File: src/rtl/gpio_port_pkg.sv
package gpio_port_pkg;
    localparam int PORT_W = 6;
    localparam int BUS_W  = 8;
    localparam int IDX_W  = 3;

    typedef enum logic [2:0] {
        OP_IDLE  = 3'd0,
        OP_READ  = 3'd1,
        OP_WRITE = 3'd2,
        OP_BSET  = 3'd3,
        OP_BCLR  = 3'd4,
        OP_DIR   = 3'd5
    } port_op_e;

    typedef struct packed {
        port_op_e             op;
        logic [IDX_W-1:0]     idx;
        logic [BUS_W-1:0]     data;
    } port_req_t;

    // Replace one bit of a port word; indices beyond the port leave it as is.
    function automatic logic [PORT_W-1:0] put_bit(input logic [PORT_W-1:0] base,
                                                  input logic [IDX_W-1:0]  idx,
                                                  input logic              val);
        logic [PORT_W-1:0] res;
        res = base;
        for (int i = 0; i < PORT_W; i++) begin
            if (int'(idx) == i) res[i] = val;
        end
        return res;
    endfunction
endpackage

File: src/rtl/gpio_sync.sv
module gpio_sync #(
    parameter int W      = gpio_port_pkg::PORT_W,
    parameter int STAGES = 2
) (
    input  logic         clk_i,
    input  logic         rst_i,
    input  logic [W-1:0] d_i,
    output logic [W-1:0] q_o
);
    logic [W-1:0] chain_q [STAGES];

    generate
        for (genvar s = 0; s < STAGES; s++) begin : g_stage
            always_ff @(posedge clk_i) begin
                if (rst_i) chain_q[s] <= '0;
                else if (s == 0) chain_q[s] <= d_i;
                else chain_q[s] <= chain_q[(s == 0) ? 0 : s-1];
            end
        end
    endgenerate

    assign q_o = chain_q[STAGES-1];
endmodule

File: src/rtl/gpio_cycle.sv
module gpio_cycle
    import gpio_port_pkg::*;
#(
    parameter int W = PORT_W
) (
    input  logic         clk_i,
    input  logic         rst_i,
    input  logic         cyc_start_i,
    input  port_req_t    req_i,
    input  logic [W-1:0] pins_sync_i,
    output port_req_t    req_o,
    output logic [W-1:0] sample_o
);
    port_req_t    req_q;
    logic [W-1:0] smp_q;

    always_ff @(posedge clk_i) begin
        if (rst_i) begin
            req_q <= '{op: OP_IDLE, idx: '0, data: '0};
            smp_q <= '0;
        end else if (cyc_start_i) begin
            req_q <= req_i;
            smp_q <= pins_sync_i;
        end
    end

    assign req_o    = req_q;
    assign sample_o = smp_q;


    sample_hold_chk: assert property (@(posedge clk_i) disable iff (rst_i)
        !cyc_start_i |=> $stable(smp_q));
endmodule

File: src/rtl/gpio_regs.sv
module gpio_regs
    import gpio_port_pkg::*;
#(
    parameter int W = PORT_W
) (
    input  logic         clk_i,
    input  logic         rst_i,
    input  logic         por_i,
    input  logic         wake_rst_i,
    input  logic         cyc_end_i,
    input  port_req_t    req_i,
    input  logic [W-1:0] sample_i,
    output logic [W-1:0] latch_o,
    output logic [W-1:0] dir_o,
    output logic         wake_o
);
    logic [W-1:0] latch_q;
    logic [W-1:0] dir_q;
    logic         wake_q;
    logic [W-1:0] latch_nxt;
    logic         latch_we;

    always_comb begin
        latch_we  = 1'b0;
        latch_nxt = latch_q;
        if (cyc_end_i) begin
            unique case (req_i.op)
                OP_WRITE: begin latch_we = 1'b1; latch_nxt = req_i.data[W-1:0]; end
                OP_BSET:  begin latch_we = 1'b1; latch_nxt = put_bit(sample_i, req_i.idx, 1'b1); end
                OP_BCLR:  begin latch_we = 1'b1; latch_nxt = put_bit(sample_i, req_i.idx, 1'b0); end
                default:  ;
            endcase
        end
    end

    always_ff @(posedge clk_i) begin
        if (rst_i) begin
            if (por_i) latch_q <= '0;
        end else if (latch_we) begin
            latch_q <= latch_nxt;
        end
    end

    always_ff @(posedge clk_i) begin
        if (rst_i) begin
            dir_q  <= '1;
            wake_q <= wake_rst_i;
        end else if (cyc_end_i && req_i.op == OP_DIR) begin
            dir_q <= req_i.data[W-1:0];
        end
    end

    assign latch_o = latch_q;
    assign dir_o   = dir_q;
    assign wake_o  = wake_q;


    dir_reset_chk: assert property (@(posedge clk_i)
        rst_i |=> (dir_q == {W{1'b1}}));

    bclr_bit_chk: assert property (@(posedge clk_i) disable iff (rst_i)
        (cyc_end_i && req_i.op == OP_BCLR && int'(req_i.idx) < W)
        |=> ((latch_q & ({{(W-1){1'b0}}, 1'b1} << $past(req_i.idx))) == '0));

    dir_keeps_latch_chk: assert property (@(posedge clk_i) disable iff (rst_i)
        (cyc_end_i && req_i.op == OP_DIR) |=> $stable(latch_q));

    wake_hold_chk: assert property (@(posedge clk_i) disable iff (rst_i)
        1'b1 |=> $stable(wake_q));

    warm_reset_latch_chk: assert property (@(posedge clk_i)
        (rst_i && !por_i) |=> $stable(latch_q));
endmodule

File: src/rtl/gpio_port.sv
module gpio_port
    import gpio_port_pkg::*;
(
    input  logic              clk_i,
    input  logic              rst_i,
    input  logic              por_i,
    input  logic              wake_rst_i,
    input  logic              cyc_start_i,
    input  logic              cyc_end_i,
    input  logic [2:0]        op_i,
    input  logic [IDX_W-1:0]  bit_i,
    input  logic [BUS_W-1:0]  wdata_i,
    output logic [BUS_W-1:0]  rdata_o,
    input  logic [PORT_W-1:0] pin_in_i,
    output logic [PORT_W-1:0] pin_out_o,
    output logic [PORT_W-1:0] pin_oe_o,
    output logic              wake_flag_o
);
    localparam int PAD_W = BUS_W - PORT_W;

    port_req_t         req_in;
    port_req_t         req_cur;
    logic [PORT_W-1:0] pins_sync;
    logic [PORT_W-1:0] sample;
    logic [PORT_W-1:0] latch;
    logic [PORT_W-1:0] dir;

    assign req_in = '{op: port_op_e'(op_i), idx: bit_i, data: wdata_i};

    gpio_sync #(.W(PORT_W), .STAGES(2)) u_sync (
        .clk_i (clk_i),
        .rst_i (rst_i),
        .d_i   (pin_in_i),
        .q_o   (pins_sync)
    );

    gpio_cycle #(.W(PORT_W)) u_cycle (
        .clk_i       (clk_i),
        .rst_i       (rst_i),
        .cyc_start_i (cyc_start_i),
        .req_i       (req_in),
        .pins_sync_i (pins_sync),
        .req_o       (req_cur),
        .sample_o    (sample)
    );

    gpio_regs #(.W(PORT_W)) u_regs (
        .clk_i      (clk_i),
        .rst_i      (rst_i),
        .por_i      (por_i),
        .wake_rst_i (wake_rst_i),
        .cyc_end_i  (cyc_end_i),
        .req_i      (req_cur),
        .sample_i   (sample),
        .latch_o    (latch),
        .dir_o      (dir),
        .wake_o     (wake_flag)
    );

    logic wake_flag;
    assign wake_flag_o = wake_flag;
    assign rdata_o     = {{PAD_W{1'b0}}, sample};
    assign pin_out_o   = latch;
    assign pin_oe_o    = ~dir;


    oe_after_reset_chk: assert property (@(posedge clk_i)
        rst_i |=> (pin_oe_o == '0));

    wake_capture_chk: assert property (@(posedge clk_i)
        rst_i |=> (wake_flag_o == $past(wake_rst_i)));
endmodule

File: config.mk
export PLATFORM = sky130hd
export DESIGN_NAME = gpio_port
export DESIGN_NICKNAME = d
export VERILOG_FILES = /design/src/rtl/gpio_port_pkg.sv /design/src/rtl/gpio_sync.sv /design/src/rtl/gpio_cycle.sv /design/src/rtl/gpio_regs.sv /design/src/rtl/gpio_port.sv
export SDC_FILE = /design/constraint.sdc
export NUM_CORES = 1
export LEC_CHECK = 0
export CELL_PAD_IN_SITES_DETAIL_PLACEMENT = 2
export CELL_PAD_IN_SITES_GLOBAL_PLACEMENT = 2
export CORE_ASPECT_RATIO = 0.5
export CORE_MARGIN = 2
export CORE_UTILIZATION = 26
export CTS_CLUSTER_DIAMETER = 80
export CTS_CLUSTER_SIZE = 14
export DETAILED_ROUTE_END_ITERATION = 10
export GPL_ROUTABILITY_DRIVEN = 0
export HOLD_SLACK_MARGIN = 0.02
export MAX_ROUTING_LAYER = met4
export PLACE_DENSITY = 0.73
export SLEW_MARGIN = 20
export SYNTH_ARGS = -nofsm -noshare
export SYNTH_HDL_FRONTEND = slang
export SYNTH_SLANG_ARGS = --single-unit
File: constraint.sdc
create_clock -name clk_i -period 1.9 [get_ports clk_i]
set_input_delay 0.285 -clock clk_i [delete_from_list [all_inputs] [get_ports clk_i]]
set_output_delay 0.285 -clock clk_i [all_outputs]
set_load 0.03 [all_outputs]
# ---- After elaboration in Yosys (flattened, before gate mapping)
# Memory sizes are Yosys's and may differ from the RTL's. A register that Yosys moved wholly into a read port is not among the register bits.
# Cells that the tools add are included.
dict set report classes {
  muxes 24
  bitwise 3
  n_reduce_logical 7
  eq_ne 10
}
# op count
set op_table {}
lappend op_table {{$mux 6} 6}
lappend op_table {{$eq 3x3->1 const B} 6}
lappend op_table {{$pmux 6 s3} 1}
lappend op_table {{$mux 1} 17}
lappend op_table {{$eq 3x2->1 const B} 3}
lappend op_table {{$not 6->6} 1}
lappend op_table {{$reduce_and 4->1} 1}
lappend op_table {{$reduce_bool 2->1} 2}
lappend op_table {{$reduce_bool 4->1} 1}
lappend op_table {{$logic_not 3->1} 1}
lappend op_table {{$reduce_or 3->1} 1}
lappend op_table {{$ne 2x1->1 const B} 1}
lappend op_table {{$or 1x1->1} 2}
lappend op_table {{$logic_and 1x1->1} 1}
dict set report word_totals {
  inputBits 26
  out_inout_bits 21
  wordCells 51
  ff_bits 25
  ram_bits 12
  mem_count 1
}
# name words width read_ports rd_clocked_by_memory_dff write_ports line_no
set mem_list {}
lappend mem_list {u_sync.chain_q 2 6 2 1 2 gpio_sync.sv:10} ;# logic [W-1:0] chain_q [STAGES];

# ---- Depth between registers and ports, before layout
dict set report logic_depth {
  word_depth 6
  depth_mapped 6
  ltp_nobuf 4
}

# ---- Modules after synthesis
# From an unflattened synthesis, not the netlist that was laid out.
dict set report hier_totals {
  cells_unflattened 172
  hier_area_um2 1821.7
}
# module n_inst seq_area_each_um2 cells_per_inst area_per_inst_um2
set modules_own_cells {}
lappend modules_own_cells {gpio_regs 1 330.3 74 708.2}
lappend modules_own_cells {gpio_cycle 1 400.4 64 705.7}
lappend modules_own_cells {gpio_sync 1 240.2 25 366.6}
lappend modules_own_cells {gpio_port 1 0.0 9 41.3}

# ---- Worst setup path before layout
# OpenSTA, ideal clock, no wires.
dict set report synth_path {
  kind {register to register}
  start {register u_cycle.req_q, in the netlist u_cycle.req_o[12]}
  end {register u_regs.latch_q[0] (netlist: u_regs.latch_o[0]) (enable)}
  required_time_ns 1.523
  path_stages_with_launch 5
  slack_ns 0.137
  setup_ns 0.377
  t_arrival_ns 1.385
  path_buffers 1
  cell_sequence {dfxtp_1 > buf_2 > nor3b_1 > o21ai_0 > o21ai_0}
}
dict set report synth_via {
  elab_chain_cells 6
  elab_cells_between_ends 9
}
# element line_no
set synth_lines {}
lappend synth_lines {{start, declared} gpio_cycle.sv:14} ;# port_req_t req_q;
lappend synth_lines {{start signal, assigned} gpio_cycle.sv:19} ;# req_q <= '{op: OP_IDLE, idx: '0, data: '0};
lappend synth_lines {{start signal, assigned} gpio_cycle.sv:22} ;# req_q <= req_i;
lappend synth_lines {{$eq 3x2->1 or $eq 3x3->1 (tied branches)} gpio_regs.sv:27} ;# unique case (req_i.op)
lappend synth_lines {{$reduce_or 3->1 (no source line)} --}
lappend synth_lines {{$mux 1} gpio_regs.sv:27}
lappend synth_lines {{$mux 1} gpio_regs.sv:26} ;# if (cyc_end_i) begin
lappend synth_lines {{$reduce_bool 2->1 (no source line)} --}
lappend synth_lines {{$reduce_and 4->1 (no source line) (*)} --}
lappend synth_lines {{end signal, assigned} gpio_regs.sv:40} ;# latch_q <= latch_nxt;
lappend synth_lines {{end, declared} gpio_regs.sv:17} ;# logic [W-1:0] latch_q;
# Mark *: on every way between the ends. The rest lies on a longest branch, timed or not.
# A chain may end at the register's enable or synchronous reset.

# ---- Worst setup path after layout
dict set report layout_path {
  start {register u_cycle.smp_q[0] (netlist: u_cycle.sample_o[0]) (read register of u_sync.chain_q)}
  end {output rdata_o[0]}
}
# element line_no
set layout_rtl {}
lappend layout_rtl {{start, declared} gpio_cycle.sv:15} ;# logic [W-1:0] smp_q;
lappend layout_rtl {{end, declared} gpio_port.sv:13} ;# output logic [BUS_W-1:0] rdata_o,
# No word-level cell between the ends.

==> summary.md <==
| Metric | Value |
|---|---|
| Outcome | finished clean |
| Worst EP required | 1.62 ns |
| CTS tree | built |
| Number of setup buffers added after CTS | 0 |
| Clock Latency Late Sink | 0.29 ns |
| Num CTS Buffers | 5 |
| Most frequent cells in the layout | clkdlybuf4s50_1, dfxtp_1, nor2_1 |
| Number of port buffers | 42 |
| Hpwl dp | 3310 um |
| Critical path's slowest cell | clkdlybuf4s50_1 |
| Crit-path leading delay family | buffers and inverters |
| Worst hold path startpoint | u_sync.chain_q[0][2]$_SDFF_PP0_ |
| Post_cts resized | 0 |
| Final ANT Viol Nets | 0 |
| RR Startpoint | u_cycle.req_o[13]$_SDFFE_PP0P_ |
| Register area | 931 um^2 |
| Gr ovfl total | 0 |
| DRC | 0 |
| Period utilization | 87.1% |
| Pre-CTS WS | 0.272 ns |
| Synth Warn # | 0 |
| DRT Wirelength | 4740 um |
| Hold depth | 1 |
| Final core occ | 37.3% |
| Worst EP arrival | 1.37 ns |
| Initial Util | 26.7% |
| EDFF count, synth | 7 |
| Cells after Synth | 180 |
| Bufs and invs on worst path | 1 |
| Drt wl/cell | 15.0 um |
| Setup CP Type | flip-flop to primary output |
| Post-synthesis sequential area ratio | 52.7% |
| Final slew viol count | 0 |
| Chip height | 62.3 um |
| CTS Sinks | 43 |
| Final worst setup slack | 0.245 ns |
| Nets | 249 |
| Cell area after synthesis | 0.00177 mm^2 |
| Flops & latches, synth | 43 |
| Proportion of layout cells with a drive suffix above 1 | 9.38% |
| Largest net degree at the start of global routing | 34 |
| Multi-input gate area | 714 um^2 |
| Tmin final | 1.66 ns |
| HP Class | flip-flop to flip-flop |
| Critical path depth | 1 |
| Ant diodes | 0 |
| Clock Skew | 0.00578 ns |
| Final hold vios | 0 |
| Initial antenna violation count | 0 |
| First-pass GRT wire length | 7710 um |
| Die area | 0.00751 mm^2 |
| H-tree depth | 2 |
| Largest stage delay, worst path | 0.69 ns |
| Netlist cell types | 32 |
| Synth-to-Final Area Change | 39.8% |
| Drt pass-1 iters | 4 |
| Hold-fix buffer count after cts | 0 |
| Via count | 1,383 |
| Number of global-route vias before repair | 1,515 |
| Flop2flop setup slack | 0.33 ns |
| Leakage power | 1.03 nW |
| Core area | 0.00662 mm^2 |
| Setup TNS | 0 ns |
| Pwr/cell area | 899 mW/mm^2 |
| CP Cell Sequence | clkdlybuf4s50_1 |
| Largest fanout on the critical path | 3 |
| Fraction of registers with async set/reset | 0% |
| CTS clk-pin slew, worst paths | 0.06 ns |
| GRT Resource Usage Total | 13.8% |
| FF-to-FF path depth | 4 |
| RSZ-0062 raised after global routing | false |
| Maximum buffer depth of the clock tree | 2 |
| Root Driver | clkbuf_16 |
| Row count | 21 |
| Die W | 121 um |
| Dominant synthesized flop cell | dfxtp_1 |
| Startpoint types | flip-flop |
| Hold Path End | u_sync.chain_q[1][2]$_SDFF_PP0_ |
| Reg2reg end | u_regs.latch_o[1]$_SDFFCE_PP0P_ |
| FILL cells | 733 |
| Worst VDD drop | 0.372 mV |
| I/O pin count | 47 |
| Crit. End Element | primary output |
| DRT iter0 DRCs | 35 |
| Final hold slack | 0.440 ns |
| Commonest non-fill, non-tap cell in the layout | clkdlybuf4s50_1 |
| Final Setup Violations | 0 |
| MaxCap Viol Count | 0 |
| Max Freq | 604 MHz |
| Via density | 4.38 |
| Syn avg cell area | 9.81 um^2 |
==> cell type report <==
type / instances / area share [%]
clock buffers: 7 / 6.64
clock inverters: 1 / 0.355
inverters: 13 / 1.98
multi-input cells: 111 / 29.0
flip-flops and latches: 43 / 37.7
well taps: 92 / 4.67
repair buffers: 49 / 19.7
==> power breakdown <==
group	switching (mW)	internal (mW)
Combinational	0.122	0.125
Sequential	0.0315	0.968
Clock	0.363	0.608
==> cell usage after synthesis (2+ instances only) <==
cell      count  area share (%)
a211o_1       7             3.5
a21oi_1       9             2.6
nor2b_1      18             6.4
mux2i_1      18              10
inv_1        13             2.8
edfxtp_1      7              12
nor2_1       27             5.7
buf_4         2            0.85
nand2_1       5             1.1
o21ai_0       8             2.3
dfxtp_1      36              41
clkbuf_1      4            0.85
buf_2         5             1.4
a32oi_1       2            0.99
a22oi_1       2            0.85
==> sequential cells by signal, indices dropped and copies added, names as in the netlist <==
signal	count
u_regs.wake_o	1
u_regs.dir_o	6
u_sync.chain_q	12
u_cycle.req_o	12
u_cycle.sample_o	6
u_regs.latch_o	6
==> how the worst max path moves through the flow <==
| stage | startpoint | end | slack (ns) |
|---|---|---|---|
| finish | u_cycle.sample_o[0]$_SDFFE_PP0P_ | rdata_o[0] | 0.24 |
| global route | u_cycle.req_o[13]$_SDFFE_PP0P_ | u_regs.latch_o[1]$_SDFFCE_PP0P_ | 0.16 |
| CTS | u_cycle.sample_o[0]$_SDFFE_PP0P_ | rdata_o[0] | 0.21 |
| detailed placement | rst_i | u_regs.latch_o[2]$_SDFFCE_PP0P_ | 0.27 |
| global placement | rst_i | u_regs.latch_o[3]$_SDFFCE_PP0P_ | 0.29 |
| floorplan | u_cycle.req_o[12]$_SDFFE_PP0P_ | u_regs.latch_o[0]$_SDFFCE_PP0P_ | 0.14 |
==> routing by layer <==
metal / global-route usage (%) / share of wire (%) / vias up
li1: - / - / 684
met1: 16.8 / 45 / 663
met2: 22.4 / 50 / 25
met3: 3.22 / 3.3 / 11
met4: 4.80 / 1.9 / 0
met5: - / 0 / -
==> metrics by stage <==
stage               total power, mW  cells  instance area (um^2)
global route                   2.32    316                  2470
finish                         2.22    316                  2470
global placement               1.26    308                  2290
detailed placement             1.27    308                  2290
CTS                            2.26    316                  2470
floorplan                      1.15    181                  1770
==> cell families after synthesis <==
logic type	Yosys count	share of synthesized area, %
compound gates	32	12.3
buf+inv	27	7.02
flops	43	52.7
mux	18	10.2
other cells	1	0.212
simple gates	59	17.6
Note: power is estimated with default switching activity, not from simulation.
